### src/rtl/dsf_pkg.sv
package dsf_pkg;
  localparam int SAMPLE_W  = 24;
  localparam int SLOT_W    = $clog2(SAMPLE_W);
  localparam int HALF_SLOT = SAMPLE_W / 2;

  typedef enum logic [1:0] {
    OSR_OFF = 2'b00,
    OSR_X2  = 2'b01,
    OSR_X4  = 2'b10,
    OSR_X8  = 2'b11
  } osr_e;

  // number of bits kept for a word-length code
  function automatic logic [SLOT_W:0] wlen_bits(input logic [1:0] code);
    case (code)
      2'b00:   return (SLOT_W+1)'(16);
      2'b01:   return (SLOT_W+1)'(18);
      2'b10:   return (SLOT_W+1)'(20);
      default: return (SLOT_W+1)'(24);
    endcase
  endfunction

  // log2 of the half-period multiplier for an oversampling code
  function automatic logic [1:0] osr_shift(input logic [1:0] code);
    case (code)
      OSR_X2:  return 2'd2;
      OSR_X4:  return 2'd1;
      default: return 2'd0;
    endcase
  endfunction

  // truncate to the selected length, then optionally flip all but the MSB
  function automatic logic [SAMPLE_W-1:0] fmt_word(input logic [SAMPLE_W-1:0] s,
                                                   input logic [1:0] wl,
                                                   input logic cob);
    logic [SAMPLE_W-1:0] keep;
    logic [SAMPLE_W-1:0] trunc;
    int drop;
    drop = SAMPLE_W - int'(wlen_bits(wl));
    for (int i = 0; i < SAMPLE_W; i++) keep[i] = (i >= drop);
    trunc = s & keep;
    if (cob) trunc = trunc ^ (keep & {1'b0, {(SAMPLE_W-1){1'b1}}});
    return trunc;
  endfunction
endpackage

### src/rtl/dsf_bit_timer.sv
module dsf_bit_timer
  import dsf_pkg::*;
#(
  parameter int BASE_HALF = 1
) (
  input  logic              clk,
  input  logic              rst_n,
  input  logic              run,
  input  logic [1:0]        osr_act,
  output logic [SLOT_W-1:0] slot,
  output logic              bck_hi,
  output logic              word_end
);
  localparam int PH_W = (4 * BASE_HALF > 2) ? $clog2(4 * BASE_HALF) : 1;

  logic [PH_W-1:0]   phase_q;
  logic              half_q;
  logic [SLOT_W-1:0] slot_q;
  logic [PH_W-1:0]   phase_top;
  logic              phase_last;

  assign phase_top  = PH_W'((BASE_HALF << osr_shift(osr_act)) - 1);
  assign phase_last = (phase_q == phase_top);
  assign word_end   = run && phase_last && half_q && (slot_q == SLOT_W'(SAMPLE_W - 1));
  assign slot       = slot_q;
  assign bck_hi     = half_q;

  always_ff @(posedge clk or negedge rst_n) begin
    if (!rst_n) begin
      phase_q <= '0;
      half_q  <= 1'b0;
      slot_q  <= '0;
    end else if (!run) begin
      phase_q <= '0;
      half_q  <= 1'b0;
      slot_q  <= '0;
    end else if (phase_last) begin
      phase_q <= '0;
      half_q  <= ~half_q;
      if (half_q) slot_q <= word_end ? '0 : slot_q + 1'b1;
    end else begin
      phase_q <= phase_q + 1'b1;
    end
  end

  // the half-period count never runs past the selected length
  a_r5_phase_bound: assert property (@(posedge clk) disable iff (!rst_n)
    run |-> (phase_q <= phase_top));
endmodule

### src/rtl/dsf_sample_hold.sv
module dsf_sample_hold
  import dsf_pkg::*;
(
  input  logic                clk,
  input  logic                rst_n,
  input  logic                accept_en,
  input  logic                take,
  input  logic                in_valid,
  input  logic [SAMPLE_W-1:0] in_data,
  output logic                ready,
  output logic                pend_full,
  output logic [SAMPLE_W-1:0] pend_data
);
  logic capture;

  assign ready   = accept_en && !pend_full;
  assign capture = ready && in_valid;

  always_ff @(posedge clk or negedge rst_n) begin
    if (!rst_n) begin
      pend_full <= 1'b0;
      pend_data <= '0;
    end else begin
      if (capture) begin
        pend_full <= 1'b1;
        pend_data <= in_data;
      end else if (take) begin
        pend_full <= 1'b0;
      end
    end
  end

  // a held sample is neither lost nor overwritten before a word takes it
  a_r8_hold_kept: assert property (@(posedge clk) disable iff (!rst_n)
    (pend_full && !take) |=> (pend_full && $stable(pend_data)));
endmodule

### src/rtl/dsf_word_shifter.sv
module dsf_word_shifter
  import dsf_pkg::*;
(
  input  logic                clk,
  input  logic                rst_n,
  input  logic                load,
  input  logic [SAMPLE_W-1:0] load_word,
  input  logic                run,
  input  logic [SLOT_W-1:0]   slot,
  input  logic                bck_hi,
  input  logic                pol,
  input  logic [1:0]          wlen_act,
  output logic                sdata,
  output logic                bck,
  output logic                wck
);
  logic [SAMPLE_W-1:0] word_q;
  logic [SLOT_W-1:0]   bit_idx;
  logic                first_half;

  assign bit_idx    = SLOT_W'(SAMPLE_W - 1) - slot;
  assign first_half = (slot < SLOT_W'(HALF_SLOT));

  always_ff @(posedge clk or negedge rst_n) begin
    if (!rst_n)    word_q <= '0;
    else if (load) word_q <= load_word;
  end

  always_comb begin
    sdata = run && word_q[bit_idx];
    bck   = run && bck_hi;
    wck   = run ? (first_half ? pol : ~pol) : ~pol;
  end

  // slots past the selected length stay at zero
  a_r2_pad_zero: assert property (@(posedge clk) disable iff (!rst_n)
    (run && ({1'b0, slot} >= wlen_bits(wlen_act))) |-> !sdata);
endmodule

### src/rtl/dac_serial_formatter.sv
module dac_serial_formatter
  import dsf_pkg::*;
#(
  parameter int BASE_HALF = 1
) (
  input  logic                clk,
  input  logic                rst_n,
  input  logic                in_valid,
  input  logic [SAMPLE_W-1:0] in_sample,
  output logic                in_ready,
  input  logic [1:0]          cfg_osr,
  input  logic [1:0]          cfg_wlen,
  input  logic                cfg_cob,
  input  logic                cfg_wck_pol,
  output logic                ser_data,
  output logic                ser_bck,
  output logic                ser_wck
);
  logic                running;
  logic [1:0]          act_osr;
  logic [1:0]          act_wlen;
  logic                act_pol;
  logic [SLOT_W-1:0]   slot;
  logic                bck_hi;
  logic                word_end;
  logic                boundary_evt;
  logic                load_evt;
  logic                pend_full;
  logic [SAMPLE_W-1:0] pend_data;
  logic [SAMPLE_W-1:0] next_word;

  assign boundary_evt = running ? word_end : 1'b1;
  assign load_evt     = boundary_evt && (cfg_osr != OSR_OFF);
  assign next_word    = fmt_word(pend_full ? pend_data : '0, cfg_wlen, cfg_cob);

  always_ff @(posedge clk or negedge rst_n) begin
    if (!rst_n) begin
      running  <= 1'b0;
      act_osr  <= OSR_OFF;
      act_wlen <= 2'b00;
      act_pol  <= 1'b0;
    end else if (boundary_evt) begin
      running  <= (cfg_osr != OSR_OFF);
      act_osr  <= cfg_osr;
      act_wlen <= cfg_wlen;
      act_pol  <= cfg_wck_pol;
    end
  end

  dsf_bit_timer #(.BASE_HALF(BASE_HALF)) u_timer (
    .clk      (clk),
    .rst_n    (rst_n),
    .run      (running),
    .osr_act  (act_osr),
    .slot     (slot),
    .bck_hi   (bck_hi),
    .word_end (word_end)
  );

  dsf_sample_hold u_hold (
    .clk       (clk),
    .rst_n     (rst_n),
    .accept_en (running),
    .take      (load_evt),
    .in_valid  (in_valid),
    .in_data   (in_sample),
    .ready     (in_ready),
    .pend_full (pend_full),
    .pend_data (pend_data)
  );

  dsf_word_shifter u_shift (
    .clk       (clk),
    .rst_n     (rst_n),
    .load      (load_evt),
    .load_word (next_word),
    .run       (running),
    .slot      (slot),
    .bck_hi    (bck_hi),
    .pol       (act_pol),
    .wlen_act  (act_wlen),
    .sdata     (ser_data),
    .bck       (ser_bck),
    .wck       (ser_wck)
  );

  // idle keeps data, bit clock and ready low
  a_r7_idle_quiet: assert property (@(posedge clk) disable iff (!rst_n)
    !running |-> (!ser_data && !ser_bck && !in_ready));

  // a word that follows a boundary opens at the requested level
  a_r4_word_start_level: assert property (@(posedge clk) disable iff (!rst_n)
    (running && word_end && (cfg_osr != OSR_OFF)) |=> (ser_wck == $past(cfg_wck_pol)));

  // latched settings hold for the whole of a running word
  a_r6_cfg_hold: assert property (@(posedge clk) disable iff (!rst_n)
    (running && !word_end) |=> $stable({act_osr, act_wlen, act_pol}));
endmodule

### config.mk
export PLATFORM = sky130hd
export DESIGN_NAME = dac_serial_formatter
export DESIGN_NICKNAME = d
export VERILOG_FILES = /design/src/rtl/dsf_pkg.sv /design/src/rtl/dsf_bit_timer.sv /design/src/rtl/dsf_sample_hold.sv /design/src/rtl/dsf_word_shifter.sv /design/src/rtl/dac_serial_formatter.sv
export SDC_FILE = /design/constraint.sdc
export NUM_CORES = 1
export LEC_CHECK = 0
export ABC_AREA = 1
export ABC_CLOCK_PERIOD_IN_PS = 3500
export CAP_MARGIN = 40
export CORE_ASPECT_RATIO = 1.1
export CORE_MARGIN = 1
export CORE_UTILIZATION = 46
export DETAILED_ROUTE_END_ITERATION = 10
export GPL_ROUTABILITY_DRIVEN = 0
export PLACE_DENSITY_LB_ADDON = 0.25
export REMOVE_ABC_BUFFERS = 1
export SKIP_LAST_GASP = 1
export SYNTH_ARGS = -nofsm -noshare
export SYNTH_HDL_FRONTEND = slang
export SYNTH_SLANG_ARGS = --single-unit
### constraint.sdc
create_clock -name clk -period 3.5 [get_ports clk]
set_input_delay 0.35 -clock clk [delete_from_list [all_inputs] [get_ports clk]]
set_output_delay 0.35 -clock clk [all_outputs]
set_load 0.02 [all_outputs]
==> results of run 1 <==
==> per-layer routing <==
metal	share of wire, %	vias to the layer above	track usage [%]
met5	0	-	0
met4	1.7	0	6.818
met3	2.4	9	4.898
met2	50	28	32.27
met1	46	1112	22.29
li1	-	1152	-
==> layout make-up <==
type / instances / area (µm²)
clock buffers: 11 / 141.4
repair buffers: 40 / 385.4
clock inverters: 5 / 50.05
well taps: 82 / 102.6
flip-flops and latches: 61 / 1526
inverters: 22 / 82.58
multi-input cells: 231 / 1461
fillers: 640 / 2922
==> cell usage after synthesis (all sizes together) <==
cell type	number
mux2	24
ha	4
buf	15
nand2	88
a21oi	6
o21ai	38
o32ai	1
inv	22
dfrtp	61
nand3	27
o22ai	1
xnor2	2
o211ai	2
nand4	4
clkbuf	3
xor2	19
or2	1
nor2	14
==> registers in the layout, indices dropped and copies added, names as in the netlist <==
name and count:
u_timer.phase_q 2, running 1, u_timer.slot 5, u_hold.pend_full 1
u_hold.pend_data 24, act_osr 2, act_pol 1, u_timer.bck_hi 1
u_shift.word_q 24
==> stage by stage <==
stage,instances,area (µm²),utilization (%),total power [µW],hold slack [ns]
finish,452,3750,56.21,2036,0.09787
global route,452,3750,56.21,2181,0.1610
CTS,452,3750,56.21,2062,0.1147
detailed placement,436,3558,53.34,1448,0.4676
global placement,436,3558,53.34,1427,0.4698
floorplan,314,3070,-,1295,0.05441
==> kinds of logic (layout without fill, tap and decap cells) <==
family                     after synthesis  count (layout)  synth area share (%)
and+or+nand+nor                        134             134                 18.56
DFF                                     61              61                 47.67
muxes                                   24              24                 8.441
adders and majority gates                4               4                 1.563
xor gates and xnor gates                21              21                 5.979
buffers and inverters                   40              78                 6.682
AOI/OAI and AO/OA                       48              48                 11.10
==> power by group <==
group | leakage, µW | total (µW) | internal [µW] | switching, µW
Sequential | 0.000750 | 965 | 870 | 94.9
Clock | 0.000103 | 609 | 343 | 266
Combinational | 0.000828 | 461 | 231 | 230
==> critical path, stage by stage (launching register included) <==
cell             delay [ns]
dfrtp_1                0.60
inv_1                  0.29
nand2_1                0.12
nand3_1                0.07
nand3_1                0.09
nand2_1                0.05
nand2_1                0.05
nand3_1                0.07
a21oi_1                0.17
clkdlybuf4s50_1        0.63
==> worst max path at each step <==
stage,start,end
after floorplan,u_timer.slot[0],u_shift.word_q[0]
after global placement,u_timer.slot[0],ser_data
after detailed placement,u_timer.slot[0],ser_data
after CTS,u_timer.slot[0],ser_data
after global routing,u_timer.slot[0],ser_data
final,u_timer.slot[0],ser_data
==> out/qor.yml, run 1 <==
path_max_fanout: 15
drtIter0Drc: 124
r2r-start: "u_timer.slot[0]"
cts_tree: "yes"
hold_path_class: "input port to asynchronous set/reset pin"
hold_viol: 0
clock_skew_ns: 0.003756
start_kind: "register"
ctsHoldBuffers: 0
synth_seq_cells: 61
fmax_mhz: 351.2
cts_resized: 0
tns_ns: 0
ios: 37
maxSlewHeadroom_pct: 46.57
timing.final.ws_setup_ns: 0.6528
yosysTopAreaCellShare_pct: 47.67
start_util_pct: 47.99
htree_levels: 3
yosysTopAreaCell: "dfrtp_1"
vias: 2301
tightest_slew_ns: 0.8015
dieArea_um2: 7298
drv_slew: 0
first_global_vias: 2347
min_period_ns: 2.847
core.rowCount: 31
r2r_end: "u_shift.word_q[14]"
cts.sinks: 61
cp_data_required_time_ns: 3.15
cts_buffer_depth: 2
synth_area_leaders: "dfrtp_1 48%, nand2_1 9.5%, mux2_2 8.4%"
antenna_left: 0
diodes: 0
place_ws_ns: 1.011
rsz0062_at_grt: "false"
detail_route.first_pass.iterations: 4
dp_hpwl_um: 4015
coreArea_um2: 6671
clock_latency_ns: 0.33
drt-vias-per-instance: 5.091
die_x_um: 81.55
reg2regPathDepth: 9
final_common_cell: "nand2_1"
final.period_utilization_pct: 81.35
maxCapViolations: 0
grt.total_usage_pct: 18.69
numCtsBuffers: 9
place.port_buffers: 36
grt-ovfl-total: 0
syn_area_per_cell_um2: 9.644
antenna_found_initial: 0
syn_area_um2: 3202
ys_warn_count: 0
ys_types: 27
grt_max_degree: 38
r2r_setup_slack_ns: 1.18
finalWirelength_um: 5666
final_cell_mix: "81 x nand2_1, 61 x dfrtp_1, 35 x clkdlybuf4s50_1"
grt_pass1_wl_um: 10260
power.leakage_uw: 0.001682
layout.nets: 402
postCtsSetupRepairBufs: 0
die_y_um: 89.50
seq_area_frac_synth_pct: 47.67
crit_arrival_ns: 2.50
drc: 0
area_growth_pct: 17.12
path_class: "register to primary output"
end_kind: "primary output"
p_per_area_nw_per_um2: 542.9
setup_viol: 0
peakVddDrop_mv: 0.3873
drive_above_1_share_pct: 21.89
drt-wirelength-per-cell_um: 12.54
status: "finished, final reports clean"
syn_inst: 332
clock-root-buffer: "clkbuf_8"
clkTransAtPathRegs_ns: 0.07
(Power assumes the default switching activity.)
==> inputs of run 2 (changes only) <==
ABC_CLOCK_PERIOD_IN_PS = 2400   (was 3500)
clock period = 2.4 ns   (was 3.5 ns; I/O delays follow)
==> out/qor.yml, run 2 (same netlist as run 1, synthesis figures left out) <==
status: "finished, final reports clean"  # unchanged
slowest_delay_ns: 0.61  # was 0.63 ns
dieArea_um2: 7298  # unchanged
layout.nets: 405  # was 402
tns_ns: 0  # unchanged
path_class: "register to primary output"  # unchanged
whs_ns: 0.4538  # was 0.09787 ns
final_common_cell: "nand2_1"  # unchanged
critical_path_buf_inv_count: 2  # unchanged
crit_arrival_ns: 1.93  # was 2.50 ns
power.leakage_uw: 0.001708  # was 0.001682 µW
clock-root-buffer: "clkbuf_8"  # unchanged
die_x_um: 81.55  # unchanged
met2_length_um: 2842  # was 2843 µm
cp_data_required_time_ns: 2.16  # was 3.15 ns
clkTransAtPathRegs_ns: 0.06  # was 0.07 ns
antenna_found_initial: 0  # unchanged
htree_levels: 3  # unchanged
start_util_pct: 47.99  # unchanged
first_global_vias: 2228  # was 2347
seq_area_um2: 1526  # unchanged
cts.sinks: 61  # unchanged
fillers: 608  # was 640
fmax_mhz: 460.4
place_ws_ns: 0.2985  # was 1.011 ns
clock_latency_ns: 0.33  # about the same
detail_route.first_pass.iterations: 4  # unchanged
die_y_um: 89.50  # unchanged
grt_max_degree: 51  # was 38
timing.final.ws_setup_ns: 0.2282  # was 0.6528 ns
dr_wl_met3_um: 175  # was 136 µm
post-route-util_pct: 57.11  # was 56.21%
hold_path_class: "input port to register"  # was input port to asynchronous set/reset pin
clock_skew_ns: 0.006238  # was 0.003756 ns
r2r-start: "u_timer.slot[0]"  # unchanged
core.rowCount: 31  # unchanged
drt-vias-per-instance: 5.055  # was 5.091
drv_slew: 0  # unchanged
met1_length_um: 2687  # was 2589 µm
hold_viol: 0  # unchanged
dp_hpwl_um: 4098  # was 4015 µm
cts_tree: "yes"  # unchanged
maxSlewHeadroom_pct: 57.62  # was 46.57%
top_layer: "met4"  # unchanged
setup_viol: 0  # unchanged
tightest_slew_ns: 0.6357  # was 0.8015 ns
antenna_left: 0  # unchanged
end_kind: "primary output"  # unchanged
diodes: 0  # unchanged
multiInputGateArea_um2: 1461  # unchanged
peakVddDrop_mv: 0.4164  # was 0.3873 mV
drc: 0  # unchanged
min_period_ns: 2.172
grt_pass1_wl_um: 10050  # was 10260 µm
hold_path.startpoint: "cfg_wck_pol"
final.period_utilization_pct: 90.49
cts_buffer_depth: 2  # unchanged
start_kind: "register"  # unchanged
ios: 37  # unchanged
grt-ovfl-total: 0  # unchanged
coreArea_um2: 6671  # unchanged
finalWirelength_um: 5781  # was 5666 µm
crit_start: "u_timer.slot[4]"  # was u_timer.slot[0]
grt.total_usage_pct: 18.37  # was 18.69%
path_max_fanout: 4  # was 15
drt-wirelength-per-cell_um: 12.71  # was 12.54 µm
postCtsSetupRepairBufs: 0  # unchanged
vias: 2300  # was 2301
place.port_buffers: 36  # unchanged
numCtsBuffers: 9  # unchanged
maxCapViolations: 0  # unchanged
drive_above_1_share_pct: 22.52  # was 21.89%
cpMaxStageDelayCell: "clkdlybuf4s50_1"  # unchanged
area_growth_pct: 18.99  # was 17.12%
rsz0062_at_grt: "false"  # unchanged
p_per_area_nw_per_um2: 797.5  # was 542.9 nW/µm²
totalPowerFinal_uw: 3038  # was 2036 µW
drtIter0Drc: 102  # was 124
crit_family: "buffers and inverters"  # unchanged
crit_chain: "inv_1 -> ha_1 -> nand2_1 -> nand3_1 -> xor2_1 -> clkdlybuf4s50_1"  # was inv_1 -> nand2_1 -> nand3_1 -> nand3_1 -> nand2_1 -> nand2_1 -> nand3_1 -> a21oi_1 -> clkdlybuf4s50_1
final_cell_mix: "81 x nand2_1, 61 x dfrtp_1, 34 x clkdlybuf4s50_1"  # was 81 x nand2_1, 61 x dfrtp_1, 35 x clkdlybuf4s50_1
-- run 2: cell types whose count changed in the layout (fill, tap and decap cells not counted) --
cell | before | now
dlygate4sd3_1 | 0 | 1
clkinvlp_4 | 0 | 2
clkdlybuf4s50_1 | 35 | 34
clkinv_2 | 4 | 1
dlygate4sd2_1 | 0 | 1
buf_4 | 4 | 5
buf_12 | 0 | 1
inv_1 | 22 | 21
clkbuf_8 | 10 | 12
-- run 2: stage by stage --
stage,area (µm²),cells
finish,3810,455
global route,3810,455
CTS,3810,455
detailed placement,3586,438
global placement,3586,438
floorplan,3070,314
-- run 2: per-layer routing --
layer / GRT usage, % / up-vias
met1: 22.93 / 1112
met3: 5.204 / 7
met2: 30.61 / 25
met5: 0 / -
li1: - / 1156
met4: 5.844 / 0
-- run 2: worst paths after layout --
check,depth (start not counted),slack [ns],end
worst max-delay path,6,0.23,ser_wck
worst max register to register,10,0.41,u_shift.word_q[19]
max in group asynchronous,3,1.25,u_hold.pend_data[19]
worst min-delay path,3,0.45,act_pol
worst min register to register,2,0.48,u_shift.word_q[13]
min in group asynchronous,2,0.46,act_osr[1]
-- run 2: final cells by class --
type,instances,share of cell area [%]
flip-flops and latches,61,40.07
multi-input cells,231,38.36
repair buffers,43,11.07
clock buffers,13,4.434
well taps,82,2.693
inverters,22,2.266
clock inverters,3,1.117
-- run 2: power breakdown --
group	switching [µW]	internal [µW]	leakage, µW
sequential	140	1270	0.000750
clock	392	564	0.000106
combinational	335	339	0.000852
-- run 2: what timing repair did --
action	4_1_cts	5_1_grt
endpoints found under the setup margin	1	0
endpoints found under the hold margin	27	0
gates resized for setup	2	0
hold buffers	1	0
-- run 2: tightest hold or removal path: cells and delay by family --
family        cells  cell delay [ns]
simple gates      2             0.11
buf+inv           1             0.40
==> inputs of run 3 (changes only) <==
CORE_UTILIZATION = 45   (was 46)
==> out/qor.yml, run 3 (same netlist as run 1, synthesis figures left out) <==
top_usage_layer: "met2"  # unchanged
final.period_utilization_pct: 89.82  # was 90.49%
antenna_found_initial: 0  # unchanged
status: "finished, final reports clean"  # unchanged
postCtsSetupRepairBufs: 0  # unchanged
fmax_mhz: 463.9  # was 460.4 MHz
numCtsBuffers: 9  # unchanged
crit_arrival_ns: 1.92  # was 1.93 ns
cts_tree: "yes"  # unchanged
setup_viol: 0  # unchanged
diodes: 0  # unchanged
tns_ns: 0  # unchanged
start_kind: "register"  # unchanged
crit_start: "u_timer.slot[1]"  # was u_timer.slot[4]
endpoint: "ser_data"  # was ser_wck
clkTransAtPathRegs_ns: 0.07  # was 0.06 ns
dieArea_um2: 7457  # was 7298 µm²
globalRouteMet1Util_pct: 22.26  # was 22.93%
end_kind: "primary output"  # unchanged
r2r_setup_slack_ns: 0.43  # was 0.41 ns
power.leakage_uw: 0.001709  # was 0.001708 µW
r2r-start: "u_timer.slot[0]"  # unchanged
grt_pass1_wl_um: 9729  # was 10050 µm
detail_route.first_pass.iterations: 4  # unchanged
maxCapViolations: 0  # unchanged
p_per_area_nw_per_um2: 795.8  # was 797.5 nW/µm²
cpMaxStageDelayCell: "dfrtp_1"  # was clkdlybuf4s50_1
slowest_delay_ns: 0.54  # was 0.61 ns
clock_skew_ns: 0.008463  # was 0.006238 ns
min_period_ns: 2.156  # was 2.172 ns
critical_path_buf_inv_count: 2  # unchanged
post-route-util_pct: 56.45  # was 57.11%
grt_max_degree: 51  # unchanged
peakVddDrop_mv: 0.5725  # was 0.4164 mV
cts.sinks: 61  # unchanged
antenna_left: 0  # unchanged
drt-vias-per-instance: 4.916  # was 5.055
htree_levels: 3  # unchanged
rsz0062_at_grt: "false"  # unchanged
grt-ovfl-total: 0  # unchanged
drc: 0  # unchanged
drt-wirelength-per-cell_um: 12.11  # was 12.71 µm
tightest_slew_ns: 0.7150  # was 0.6357 ns
grtUsageMet2_pct: 26.58  # was 30.61%
crit_chain: "inv_1 -> nand3_1 -> nand3_1 -> nand3_1 -> nand3_1 -> a21oi_1 -> dlygate4sd2_1"  # was inv_1 -> ha_1 -> nand2_1 -> nand3_1 -> xor2_1 -> clkdlybuf4s50_1
crit_family: "flip-flops"  # was buffers and inverters
start_util_pct: 47.44  # was 47.99%
reg2regPathDepth: 10  # unchanged
vias: 2232  # was 2300
layout.nets: 404  # was 405
drv_slew: 0  # unchanged
drtIter0Drc: 82  # was 102
die_y_um: 90.47  # was 89.50 µm
clock-root-buffer: "clkbuf_8"  # unchanged
finalWirelength_um: 5498  # was 5781 µm
core.rowCount: 31  # unchanged
first_global_vias: 2207  # was 2228
final_common_cell: "nand2_1"  # unchanged
whs_ns: 0.4596  # was 0.4538 ns
clock_latency_ns: 0.33  # about the same
drive_above_1_share_pct: 22.04  # was 22.52%
path_max_fanout: 11  # was 4
r2r_end: "u_shift.word_q[11]"  # was u_shift.word_q[19]
final_cell_mix: "81 x nand2_1, 61 x dfrtp_1, 34 x clkdlybuf4s50_1"  # unchanged
cts_buffer_depth: 2  # unchanged
cpMostUsedCell: "nand3_1"
hold_viol: 0  # unchanged
grt_use_met3_pct: 3.939  # was 5.204%
worst-path-stages: 7  # was 6
grt.total_usage_pct: 17.06  # was 18.37%
ios: 37  # unchanged
area_growth_pct: 18.99  # unchanged
path_class: "register to primary output"  # unchanged
die_x_um: 82.43  # was 81.55 µm
hold_path_class: "input port to register"  # unchanged
cp_data_required_time_ns: 2.16  # about the same
coreArea_um2: 6749  # was 6671 µm²
dp_hpwl_um: 3853  # was 4098 µm
place.port_buffers: 36  # unchanged
maxSlewHeadroom_pct: 52.33  # was 57.62%
fillers: 633  # was 608
run 3: stage by stage:
stage	cell area (µm²)	setup WS, ns	power [µW]	std cells
3_3_place_gp	3591	0.3483	2089	437
6_report	3810	0.2444	3032	454
5_1_grt	3810	0.08935	3231	454
4_1_cts	3810	0.2333	3075	454
3_5_place_dp	3591	0.2684	2108	437
2_1_floorplan	3070	0.4542	1889	314
run 3: repair_timing:
| action | in CTS | in global routing |
|---|---|---|
| hold buffers | 1 | 0 |
| hold endpoints to repair | 30 | 0 |
| resized for setup | 2 | 0 |
| endpoints found under the setup margin | 1 | 0 |
run 3: layer usage:
metal | part of all wire (%) | wire length [µm]
met3 | 2.6 | 143
met5 | 0 | 0
met2 | 48 | 2626
met1 | 48 | 2635
met4 | 1.7 | 93
run 3: how the worst min path moves through the flow:
| stage | start | cells after the start | endpoint |
|---|---|---|---|
| 2_1_floorplan | rst_n | 0 | act_osr[0] |
| 3_3_place_gp | rst_n | 1 | act_osr[1] |
| 3_5_place_dp | rst_n | 1 | act_osr[1] |
| 4_1_cts | cfg_wck_pol | 3 | act_pol |
| 5_1_grt | cfg_wck_pol | 3 | act_pol |
| 6_report | cfg_wck_pol | 3 | act_pol |
run 3: area by class of cell:
class / count / area [µm²] / area share, %
inverters: 22 / 86.33 / 2.266
repair buffers: 42 / 426.7 / 11.20
flip-flops and latches: 61 / 1526 / 40.07
clock buffers: 11 / 131.4 / 3.448
well taps: 82 / 102.6 / 2.693
multi-input cells: 231 / 1461 / 38.36
clock inverters: 5 / 75.07 / 1.970
run 3: power breakdown:
| group | switching, µW | internal [µW] | leakage, µW |
|---|---|---|---|
| registers | 137 | 1270 | 0.000750 |
| logic | 328 | 340 | 0.000852 |
| clock network | 379 | 580 | 0.000107 |
| total | 843 | 2190 | 0.00171 |
run 3: worst register-to-register path: stages (launching register included):
cell	delay, ns
dfrtp_1	0.40
buf_4	0.21
ha_1	0.20
nand2_2	0.07
nor2_1	0.18
nand4_4	0.19
nand2_4	0.16
o21ai_4	0.08
buf_12	0.19
nand2_1	0.13
o21ai_2	0.05
